### src/rtl/fesm_pkg.sv
package fesm_pkg;
  localparam int STAT_W = 32;
  // software decodes these positions
  localparam int B_TX_EMPTY = 0;
  localparam int B_TX_FULL  = 1;
  localparam int B_TX_THR   = 2;
  localparam int B_RX_EMPTY = 3;
  localparam int B_RX_FULL  = 4;
  localparam int B_RX_THR_A = 5;
  localparam int B_TX_OVF   = 6;
  localparam int B_RX_UDF   = 7;
  localparam int B_TX_LOCK  = 8;
  localparam int B_RX_THR_B = 9;
  localparam int USED_W     = 10;
  // clearable event vector index
  localparam int EVT_N      = 7;
  localparam int E_TX_EMPTY = 0;
  localparam int E_TX_FULL  = 1;
  localparam int E_TX_THR   = 2;
  localparam int E_RX_EMPTY = 3;
  localparam int E_RX_FULL  = 4;
  localparam int E_RX_THR_A = 5;
  localparam int E_RX_THR_B = 6;
  // error vector index
  localparam int ERR_N      = 2;
  localparam int X_TX_OVF   = 0;
  localparam int X_RX_UDF   = 1;
endpackage

### src/rtl/fesm_thr_cmp.sv
module fesm_thr_cmp #(
  parameter int CNT_W  = 4,
  parameter bit RISING = 1'b1
) (
  input  logic [CNT_W-1:0] cnt,
  input  logic [CNT_W-1:0] thr,
  output logic             hit
);
  generate
    if (RISING) begin : g_rise
      // receive side: unread data climbs toward the threshold
      assign hit = (cnt >= thr);
    end else begin : g_fall
      // transmit side: the FIFO drains down to the threshold
      assign hit = (cnt <= thr);
    end
  endgenerate
endmodule

### src/rtl/fesm_occ_decode.sv
module fesm_occ_decode #(
  parameter int DEPTH = 8,
  parameter int CNT_W = $clog2(DEPTH + 1),
  parameter bit IS_TX = 1'b1
) (
  input  logic [CNT_W-1:0] cnt,
  input  logic             acc,
  output logic             empty,
  output logic             full,
  output logic             acc_err
);
  localparam logic [CNT_W-1:0] CNT_FULL = CNT_W'(DEPTH);

  assign empty = (cnt == '0);
  assign full  = (cnt == CNT_FULL);

  generate
    if (IS_TX) begin : g_wr
      assign acc_err = acc & full;
    end else begin : g_rd
      assign acc_err = acc & empty;
    end
  endgenerate
endmodule

### src/rtl/fesm_sticky.sv
module fesm_sticky #(
  parameter int N = 1
) (
  input  logic         clk,
  input  logic         rst_n,
  input  logic         sw_rst,
  input  logic         clr_en,
  input  logic [N-1:0] set,
  output logic [N-1:0] q
);
  logic [N-1:0] q_d;
  logic         q_en;

  always_comb begin
    q_d = q;
    if (sw_rst) begin
      q_d = '0;
    end else begin
      if (clr_en) q_d = '0;
      q_d = q_d | set;
    end
  end

  assign q_en = sw_rst | clr_en | (|set);

  always_ff @(posedge clk or negedge rst_n) begin
    if (!rst_n)    q <= '0;
    else if (q_en) q <= q_d;
  end

  AST_STICKY_HOLD: assert property (@(posedge clk) disable iff (!rst_n)
    (!sw_rst && !clr_en) |=> ((q & $past(q)) == $past(q)));

  AST_SET_WINS_CLEAR: assert property (@(posedge clk) disable iff (!rst_n)
    (!sw_rst) |=> ((q & $past(set)) == $past(set)));

  AST_SWRST_EMPTIES: assert property (@(posedge clk) disable iff (!rst_n)
    sw_rst |=> (q == '0));
endmodule

### src/rtl/fifo_evt_status_mon.sv
module fifo_evt_status_mon
  import fesm_pkg::*;
#(
  parameter int DEPTH = 8,
  parameter int CNT_W = $clog2(DEPTH + 1)
) (
  input  logic             clk,
  input  logic             rst_n,
  input  logic             sw_rst,
  input  logic             sta_clr,
  input  logic [CNT_W-1:0] tx_cnt,
  input  logic [CNT_W-1:0] rx_cnt,
  input  logic [CNT_W-1:0] tx_thr,
  input  logic [CNT_W-1:0] rx_thr_a,
  input  logic [CNT_W-1:0] rx_thr_b,
  input  logic             tx_wr,
  input  logic             rx_rd,
  input  logic             tx_lock,
  output logic [31:0]      status
);
  logic             tx_empty, tx_full, tx_ovf_req;
  logic             rx_empty, rx_full, rx_udf_req;
  logic             tx_thr_hit, rx_thr_a_hit, rx_thr_b_hit;
  logic [EVT_N-1:0] evt_set, evt_q;
  logic [ERR_N-1:0] err_set, err_q;

  fesm_occ_decode #(.DEPTH(DEPTH), .CNT_W(CNT_W), .IS_TX(1'b1)) u_tx_occ (
    .cnt(tx_cnt), .acc(tx_wr), .empty(tx_empty), .full(tx_full), .acc_err(tx_ovf_req));

  fesm_occ_decode #(.DEPTH(DEPTH), .CNT_W(CNT_W), .IS_TX(1'b0)) u_rx_occ (
    .cnt(rx_cnt), .acc(rx_rd), .empty(rx_empty), .full(rx_full), .acc_err(rx_udf_req));

  fesm_thr_cmp #(.CNT_W(CNT_W), .RISING(1'b0)) u_tx_thr (
    .cnt(tx_cnt), .thr(tx_thr), .hit(tx_thr_hit));
  fesm_thr_cmp #(.CNT_W(CNT_W), .RISING(1'b1)) u_rx_thr_a (
    .cnt(rx_cnt), .thr(rx_thr_a), .hit(rx_thr_a_hit));
  fesm_thr_cmp #(.CNT_W(CNT_W), .RISING(1'b1)) u_rx_thr_b (
    .cnt(rx_cnt), .thr(rx_thr_b), .hit(rx_thr_b_hit));

  always_comb begin
    evt_set             = '0;
    evt_set[E_TX_EMPTY] = tx_empty;
    evt_set[E_TX_FULL]  = tx_full;
    evt_set[E_TX_THR]   = tx_thr_hit;
    evt_set[E_RX_EMPTY] = rx_empty;
    evt_set[E_RX_FULL]  = rx_full;
    evt_set[E_RX_THR_A] = rx_thr_a_hit;
    evt_set[E_RX_THR_B] = rx_thr_b_hit;
    err_set             = '0;
    err_set[X_TX_OVF]   = tx_ovf_req;
    err_set[X_RX_UDF]   = rx_udf_req;
  end

  // event flags: cleared by the status command
  fesm_sticky #(.N(EVT_N)) u_evt (
    .clk(clk), .rst_n(rst_n), .sw_rst(sw_rst), .clr_en(sta_clr),
    .set(evt_set), .q(evt_q));

  // access errors: only a software reset clears them
  fesm_sticky #(.N(ERR_N)) u_err (
    .clk(clk), .rst_n(rst_n), .sw_rst(sw_rst), .clr_en(1'b0),
    .set(err_set), .q(err_q));

  always_comb begin
    status             = '0;
    status[B_TX_EMPTY] = evt_q[E_TX_EMPTY];
    status[B_TX_FULL]  = evt_q[E_TX_FULL];
    status[B_TX_THR]   = evt_q[E_TX_THR];
    status[B_RX_EMPTY] = evt_q[E_RX_EMPTY];
    status[B_RX_FULL]  = evt_q[E_RX_FULL];
    status[B_RX_THR_A] = evt_q[E_RX_THR_A];
    status[B_TX_OVF]   = err_q[X_TX_OVF];
    status[B_RX_UDF]   = err_q[X_RX_UDF];
    status[B_TX_LOCK]  = tx_lock;
    status[B_RX_THR_B] = evt_q[E_RX_THR_B];
  end

  AST_ERR_SURVIVES_CLR: assert property (@(posedge clk) disable iff (!rst_n)
    (sta_clr && !sw_rst) |=> ((status[B_RX_UDF:B_TX_OVF] & $past(status[B_RX_UDF:B_TX_OVF]))
                              == $past(status[B_RX_UDF:B_TX_OVF])));

  AST_OVF_RAISED: assert property (@(posedge clk) disable iff (!rst_n)
    (tx_wr && tx_cnt == CNT_W'(DEPTH) && !sw_rst) |=> status[B_TX_OVF]);

  AST_UDF_RAISED: assert property (@(posedge clk) disable iff (!rst_n)
    (rx_rd && rx_cnt == '0 && !sw_rst) |=> status[B_RX_UDF]);

  AST_TX_EMPTY_RAISED: assert property (@(posedge clk) disable iff (!rst_n)
    (tx_cnt == '0 && !sw_rst) |=> status[B_TX_EMPTY]);
endmodule

### config.mk
export PLATFORM = sky130hd
export DESIGN_NAME = fifo_evt_status_mon
export DESIGN_NICKNAME = d
export VERILOG_FILES = /design/src/rtl/fesm_pkg.sv /design/src/rtl/fesm_thr_cmp.sv /design/src/rtl/fesm_occ_decode.sv /design/src/rtl/fesm_sticky.sv /design/src/rtl/fifo_evt_status_mon.sv
export SDC_FILE = /design/constraint.sdc
export NUM_CORES = 1
export LEC_CHECK = 0
export BUFFER_PORTS_ARGS = -buffer_cell sky130_fd_sc_hd__clkbuf_2
export CORE_UTILIZATION = 41
export DETAILED_ROUTE_END_ITERATION = 10
export PLACE_DENSITY = 0.79
export SLEW_MARGIN = 20
export SYNTH_ARGS = -nofsm -noshare
export SYNTH_HDL_FRONTEND = slang
export SYNTH_HIERARCHICAL = 1
export SYNTH_SLANG_ARGS = --single-unit
### constraint.sdc
create_clock -name clk -period 0.8 [get_ports clk]
set_clock_uncertainty 0.05 [all_clocks]
set_input_delay 0 -clock clk [delete_from_list [all_inputs] [get_ports clk]]
set_output_delay 0 -clock clk [all_outputs]
set_load 0.02 [all_outputs]
After elaboration in Yosys (flattened, before gate mapping)
Index checks and enable logic that the tools add are counted.
{"block": "op_classes", "reduce_logical": 4, "n_mux": 5, "bitwise_logic": 7, "order_cmp": 3, "eq_ne": 2}
{"operator": "7-bit 2-to-1 mux", "n": 3}
{"operator": "4-bit equality test, second input constant", "n": 2}
{"operator": "4-bit >= comparator", "n": 2}
{"operator": "4-bit zero test", "n": 2}
{"operator": "7-bit OR", "n": 1}
{"operator": "7-bit OR reduction", "n": 1}
{"operator": "4-bit less-or-equal comparator", "n": 1}
{"operator": "2-bit 2-to-1 mux", "n": 2}
{"operator": "1-bit OR", "n": 3}
{"operator": "1-bit AND", "n": 2}
{"operator": "2-bit OR", "n": 1}
{"operator": "2-bit OR reduction", "n": 1}
{"block": "totals", "output_inout_bits": 32, "in_bits": 27, "register_bits": 9, "wordCells": 23}

Logic depth before layout (Yosys ltp)
{"block": "logic_depth", "depth_word": 4, "depth_mapped": 7, "depth_no_buf": 7}

Modules after synthesis
The synthesis kept the hierarchy.
{"mod": "fesm_thr_cmp", "area_each_um2": 100.1, "cells_each": 13, "n_inst": 3, "seq_area_each_um2": 0.0}
{"mod": "fesm_sticky (u_evt)", "area_each_um2": 280.3, "cells_each": 28, "n_inst": 1, "seq_area_each_um2": 175.2}
{"mod": "fifo_evt_status_mon", "area_each_um2": 176.4, "cells_each": 24, "n_inst": 1, "seq_area_each_um2": 0.0}
{"mod": "fesm_sticky (u_err)", "area_each_um2": 80.1, "cells_each": 8, "n_inst": 1, "seq_area_each_um2": 50.0}
{"mod": "fesm_occ_decode (u_tx_occ)", "area_each_um2": 30.0, "cells_each": 4, "n_inst": 1, "seq_area_each_um2": 0.0}
{"mod": "fesm_occ_decode (u_rx_occ)", "area_each_um2": 27.5, "cells_each": 3, "n_inst": 1, "seq_area_each_um2": 0.0}

Worst setup path before layout
Ideal clock, no wire load.
{"block": "synth_timing", "path_kind": "input to register", "start": "input port rx_cnt[0]", "end": "register u_evt.q[5]", "setup_ns": 0.120, "cell_stages": 7, "path_slack_ns": -0.322, "arrival_time_ns": 0.952, "path_buffers": 0, "t_required_ns": 0.630, "path_cell_list": "inv_1 > ha_1 > nand2b_1 > a2111oi_2 > nor3_1 > inv_1 > a21oi_1"}
{"block": "synth_between", "elab_chain_len": 3, "word_cells_on_any_way": 8, "cone_classes": "order compare: 2; eq/ne: 1; mux: 1; bitwise: 2; reduce/logical: 2"}
{"element": "from (decl)", "line": "fifo_evt_status_mon.sv:12", "source": "input logic [CNT_W-1:0] rx_cnt,"}
{"element": "4-bit >= comparator (*)", "line": "fesm_thr_cmp.sv:12", "source": "assign hit = (cnt >= thr);"}
{"element": "net rx_thr_a_hit", "line": "fifo_evt_status_mon.sv:23", "source": "logic tx_thr_hit, rx_thr_a_hit, rx_thr_b_hit;"}
{"element": "7-bit OR reduction / 7-bit OR (equally long branches)", "line": "fesm_sticky.sv:24, fesm_sticky.sv:20"}
{"element": "1-bit OR / 7-bit 2-to-1 mux (equally long branches)", "line": "fesm_sticky.sv:24, fesm_sticky.sv:16"}
{"element": "to (signal assigned)", "line": "fesm_sticky.sv:28", "source": "else if (q_en) q <= q_d;"}
{"element": "to (decl)", "line": "fesm_sticky.sv:9", "source": "output logic [N-1:0] q"}
Mark *: on every way through the listed nets, which the timed path passes. The rest lies on a longest branch.
A chain may end at the register's enable or synchronous reset.

Worst setup path in the final report
{"block": "layout_timing", "start": "input port rx_cnt[0]", "end": "register u_evt.q[6]"}
{"block": "layout_between", "elab_chain_len": 3, "word_cells_on_any_way": 8, "cone_classes": "order compare: 2; eq/ne: 1; mux: 1; bitwise: 2; reduce/logical: 2"}
{"element": "4-bit >= comparator (*)", "line": "fesm_thr_cmp.sv:12"}
{"element": "net rx_thr_b_hit", "line": "fifo_evt_status_mon.sv:23"}
{"element": "7-bit OR reduction / 7-bit OR (equally long branches)", "line": "fesm_sticky.sv:24, fesm_sticky.sv:20"}
{"element": "1-bit OR / 7-bit 2-to-1 mux (equally long branches)", "line": "fesm_sticky.sv:24, fesm_sticky.sv:16"}
Marks and branches as above.

==> results.toml <==
[critical_path]
worstPathRequired_ps = 890
cpMaxStageDelayCell = "a2111oi_4"
path_buf_inv = 3
criticalPathCategory = "in2reg"
path_cells = "clkbuf_16 > inv_6 > ha_4 > nand2b_4 > a2111oi_4 > nor3_1 > inv_1 > a21oi_1"
crit_arrival_ps = 990
path_delay_family = "compound AO/OA/AOI/OAI gates"
endpoint_kind = "register"
cp_slowest_stage_delay_ps = 270
setup.worst_path.start_class = "input port"
critPathMaxFanout = 3

[run]
drv_cap = 0

[final_layout]
drive_above_1_share_pct = 43.3
diodes = 0
post-route-util_pct = 72.1
syn_to_final_growth_pct = 61.4
nets = 204

[synthesis]
netlist_top_cells_area = "dfrtp_1 25%, buf_4 19%, ha_1 17%, inv_1 8.8%, nand2b_1 7.7%"
syn_area_per_cell_um2 = 8.44
synth_largest_area_cell = "dfrtp_1"
yosysSeqAreaShare_pct = 25.2
ys_ff_latch = 9
synth_area_um2 = 895
postSynthCellCount = 106
synth_warnings = 6
yosys.cell_types.count = 22
synth_top_cell_area_share_pct = 25.2

[cts]
cts_buffers = 3
clock-root-buffer = "clkbuf_4"
htree_levels = 1
cts.sinks = 9
cts_tree = "yes"
cts_max_path_buffers = 2
clock_latency_ps = 260
clk_pin_slew_ps = 60

[power]
power_density_mw_per_mm2 = 1040
leakagePower_nw = 0.766
vdd_drop_max_uv = 862

[detailed_routing]
vias = 829
routed_wl_mm = 2.10
viasPerCell = 4.34
drt_iter0_markers = 4
highest_layer = "met4"
wl_per_cell_um = 11.0
dr_wl_met3_um = 100
drc_errors = 0
antenna_left = 0
routed-wl-met2_mm = 1.24
met1Wirelength_um = 729
dr.pass1.iters = 6

[sta]
hold_violations = 0
fin_crit_ps = 894
fin_ws_ps = -94.3
max_freq_mhz = 1120
finalSetupViolCount = 16
rsz0062_at_grt = "yes"
drv_slew = 0
post-route-period-util_pct = 112
whs_ps = 27.2

[global_routing]
antenna_found_initial = 0
grt_start_max_net_pins = 10
grt_pass1_wl_mm = 3.35
gr-total-overflow = 0
grt_util_all_layers_pct = 18.9
grt_pass1_vias = 787

[die]
die-height_um = 48.7
die_w_um = 48.7
core.rowCount = 16
ioPinCount = 59
coreArea_mm2 = 0.00200
die_area_mm2 = 0.00237
initial_core_util_pct = 44.7

[place]
gp_routability_congestion = 0.704
dp_hpwl_mm = 1.60
io_buffers = 34

[hold_path]
min_path_type = "in2reg"

[status]
status = "complete, but fails checks"
violations = "negative setup slack"
synthesized netlist by cell type, drive strengths merged:
cell     instances
a2111oi          2
a21o             1
a21oi            9
and2             2
and3             1
buf             23
conb             1
dfrtp            9
ha              12
inv             21
nand2b          11
nand4            1
nor2             2
nor2b            1
nor3             5
nor4             2
nor4b            1
o211a            1
o21ai            1
logic make-up after synthesis:
kind of cell             after synthesis  share of synthesized area, %
AO/OA/AOI/OAI                         14                          10.9
adder cells (fa/ha/maj)               12                          16.8
buffers and inverters                 44                          28.1
flip-flops                             9                          25.2
other                                  1                         0.419
AND/OR/NAND/NOR                       26                          18.6
layer usage:
| metal | vias to the layer above | GRT usage, % |
|---|---|---|
| met2 | 38 | 38.7 |
| met1 | 376 | 18.4 |
| met3 | 4 | 2.20 |
| met5 | - | 0 |
| li1 | 411 | - |
| met4 | 0 | 7.84 |
cells in the final DEF (no fill, tap or decap):
cell type      synthesis  final
a21oi_1                9      8
nand2b_4               0      2
clkbuf_8               0      4
o211a_1                1      1
o21ai_2                0      1
inv_1                 21     18
clkbuf_1               0      1
dfrtp_1                9      9
nor2_1                 2      2
nor2b_1                1      1
and2_2                 1      1
a2111oi_4              0      2
and3_1                 1      1
buf_4                 23     17
a21o_1                 1      1
nor3_1                 4      4
clkbuf_2               0     23
clkbuf_16              0      2
inv_12                 0      1
ha_4                   0      5
nor3_2                 1      1
nor4_1                 1      1
buf_6                  0      5
nand2b_1              11      9
and2_1                 1      1
nor4b_1                1      1
nand4_1                1      1
conb_1                 1     24
ha_1                  12      7
clkbuf_4               0      3
a21oi_2                0      1
dlygate4sd3_1          0      3
inv_6                  0      2
nor4_4                 0      1
report_power, final:
group	switching, mW	internal, mW
clock network	0.150	0.192
logic	0.343	0.319
registers	0.0181	0.478
metrics by stage:
stage | std cells | power (mW) | TNS (ps) | instance area, um^2 | worst slack, ps
6_report | 191 | 1.50 | -705 | 1440 | -94.3
2_1_floorplan | 129 | 0.930 | -418 | 1110 | -140
3_5_place_dp | 177 | 1.06 | -1970 | 1210 | -454
5_1_grt | 191 | 1.61 | -1390 | 1440 | -156
3_3_place_gp | 177 | 1.02 | -1730 | 1210 | -391
4_1_cts | 188 | 1.46 | -633 | 1380 | -79.0
worst register-to-register path: cells and delay by family (launching register included):
| kind | cells | cell delay [ps] |
|---|---|---|
| AO/OA/AOI/OAI | 1 | 70 |
| buffers and inverters | 1 | 130 |
| flip-flops | 1 | 390 |
| AND/OR/NAND/NOR | 1 | 80 |
worst paths after layout:
check | from | to | slack (ps) | cells past startpoint
min in group asynchronous | rst_n | u_err/q[1]$_DFFE_PN0P_ | 70 | 2
worst max-delay path | rx_cnt[0] | u_evt/q[6]$_DFFE_PN0P_ | -90 | 8
worst min-delay path | rx_rd | u_err/q[1]$_DFFE_PN0P_ | 30 | 4
worst min register to register | u_err/q[1]$_DFFE_PN0P_ | u_err/q[1]$_DFFE_PN0P_ | 510 | 2
max in group asynchronous | rst_n | u_evt/q[0]$_DFFE_PN0P_ | 440 | 2
worst max register to register | u_evt/q[6]$_DFFE_PN0P_ | u_evt/q[6]$_DFFE_PN0P_ | -40 | 3
flip-flops by register name (all words and copies together), names as in the netlist:
register,cells
u_err/q,2
u_evt/q,7
area by class of cell:
| cell class | count | area, um^2 |
|---|---|---|
| inverters | 21 | 101 |
| clock buffers | 4 | 26.3 |
| well taps | 27 | 33.8 |
| fillers | 132 | 558 |
| flip-flops and latches | 9 | 225 |
| repair buffers | 54 | 434 |
| multi-input cells | 76 | 623 |
what timing repair did:
action | in CTS | in global routing
endpoints found under the hold margin | 19 | 0
buffers inserted | 4 | 3
gates resized for setup | 15 | 17
endpoints found under the setup margin | 12 | 17
pin swaps | 6 | 4
hold buffers | 3 | 0
Power figures use the tool's default switching activity.
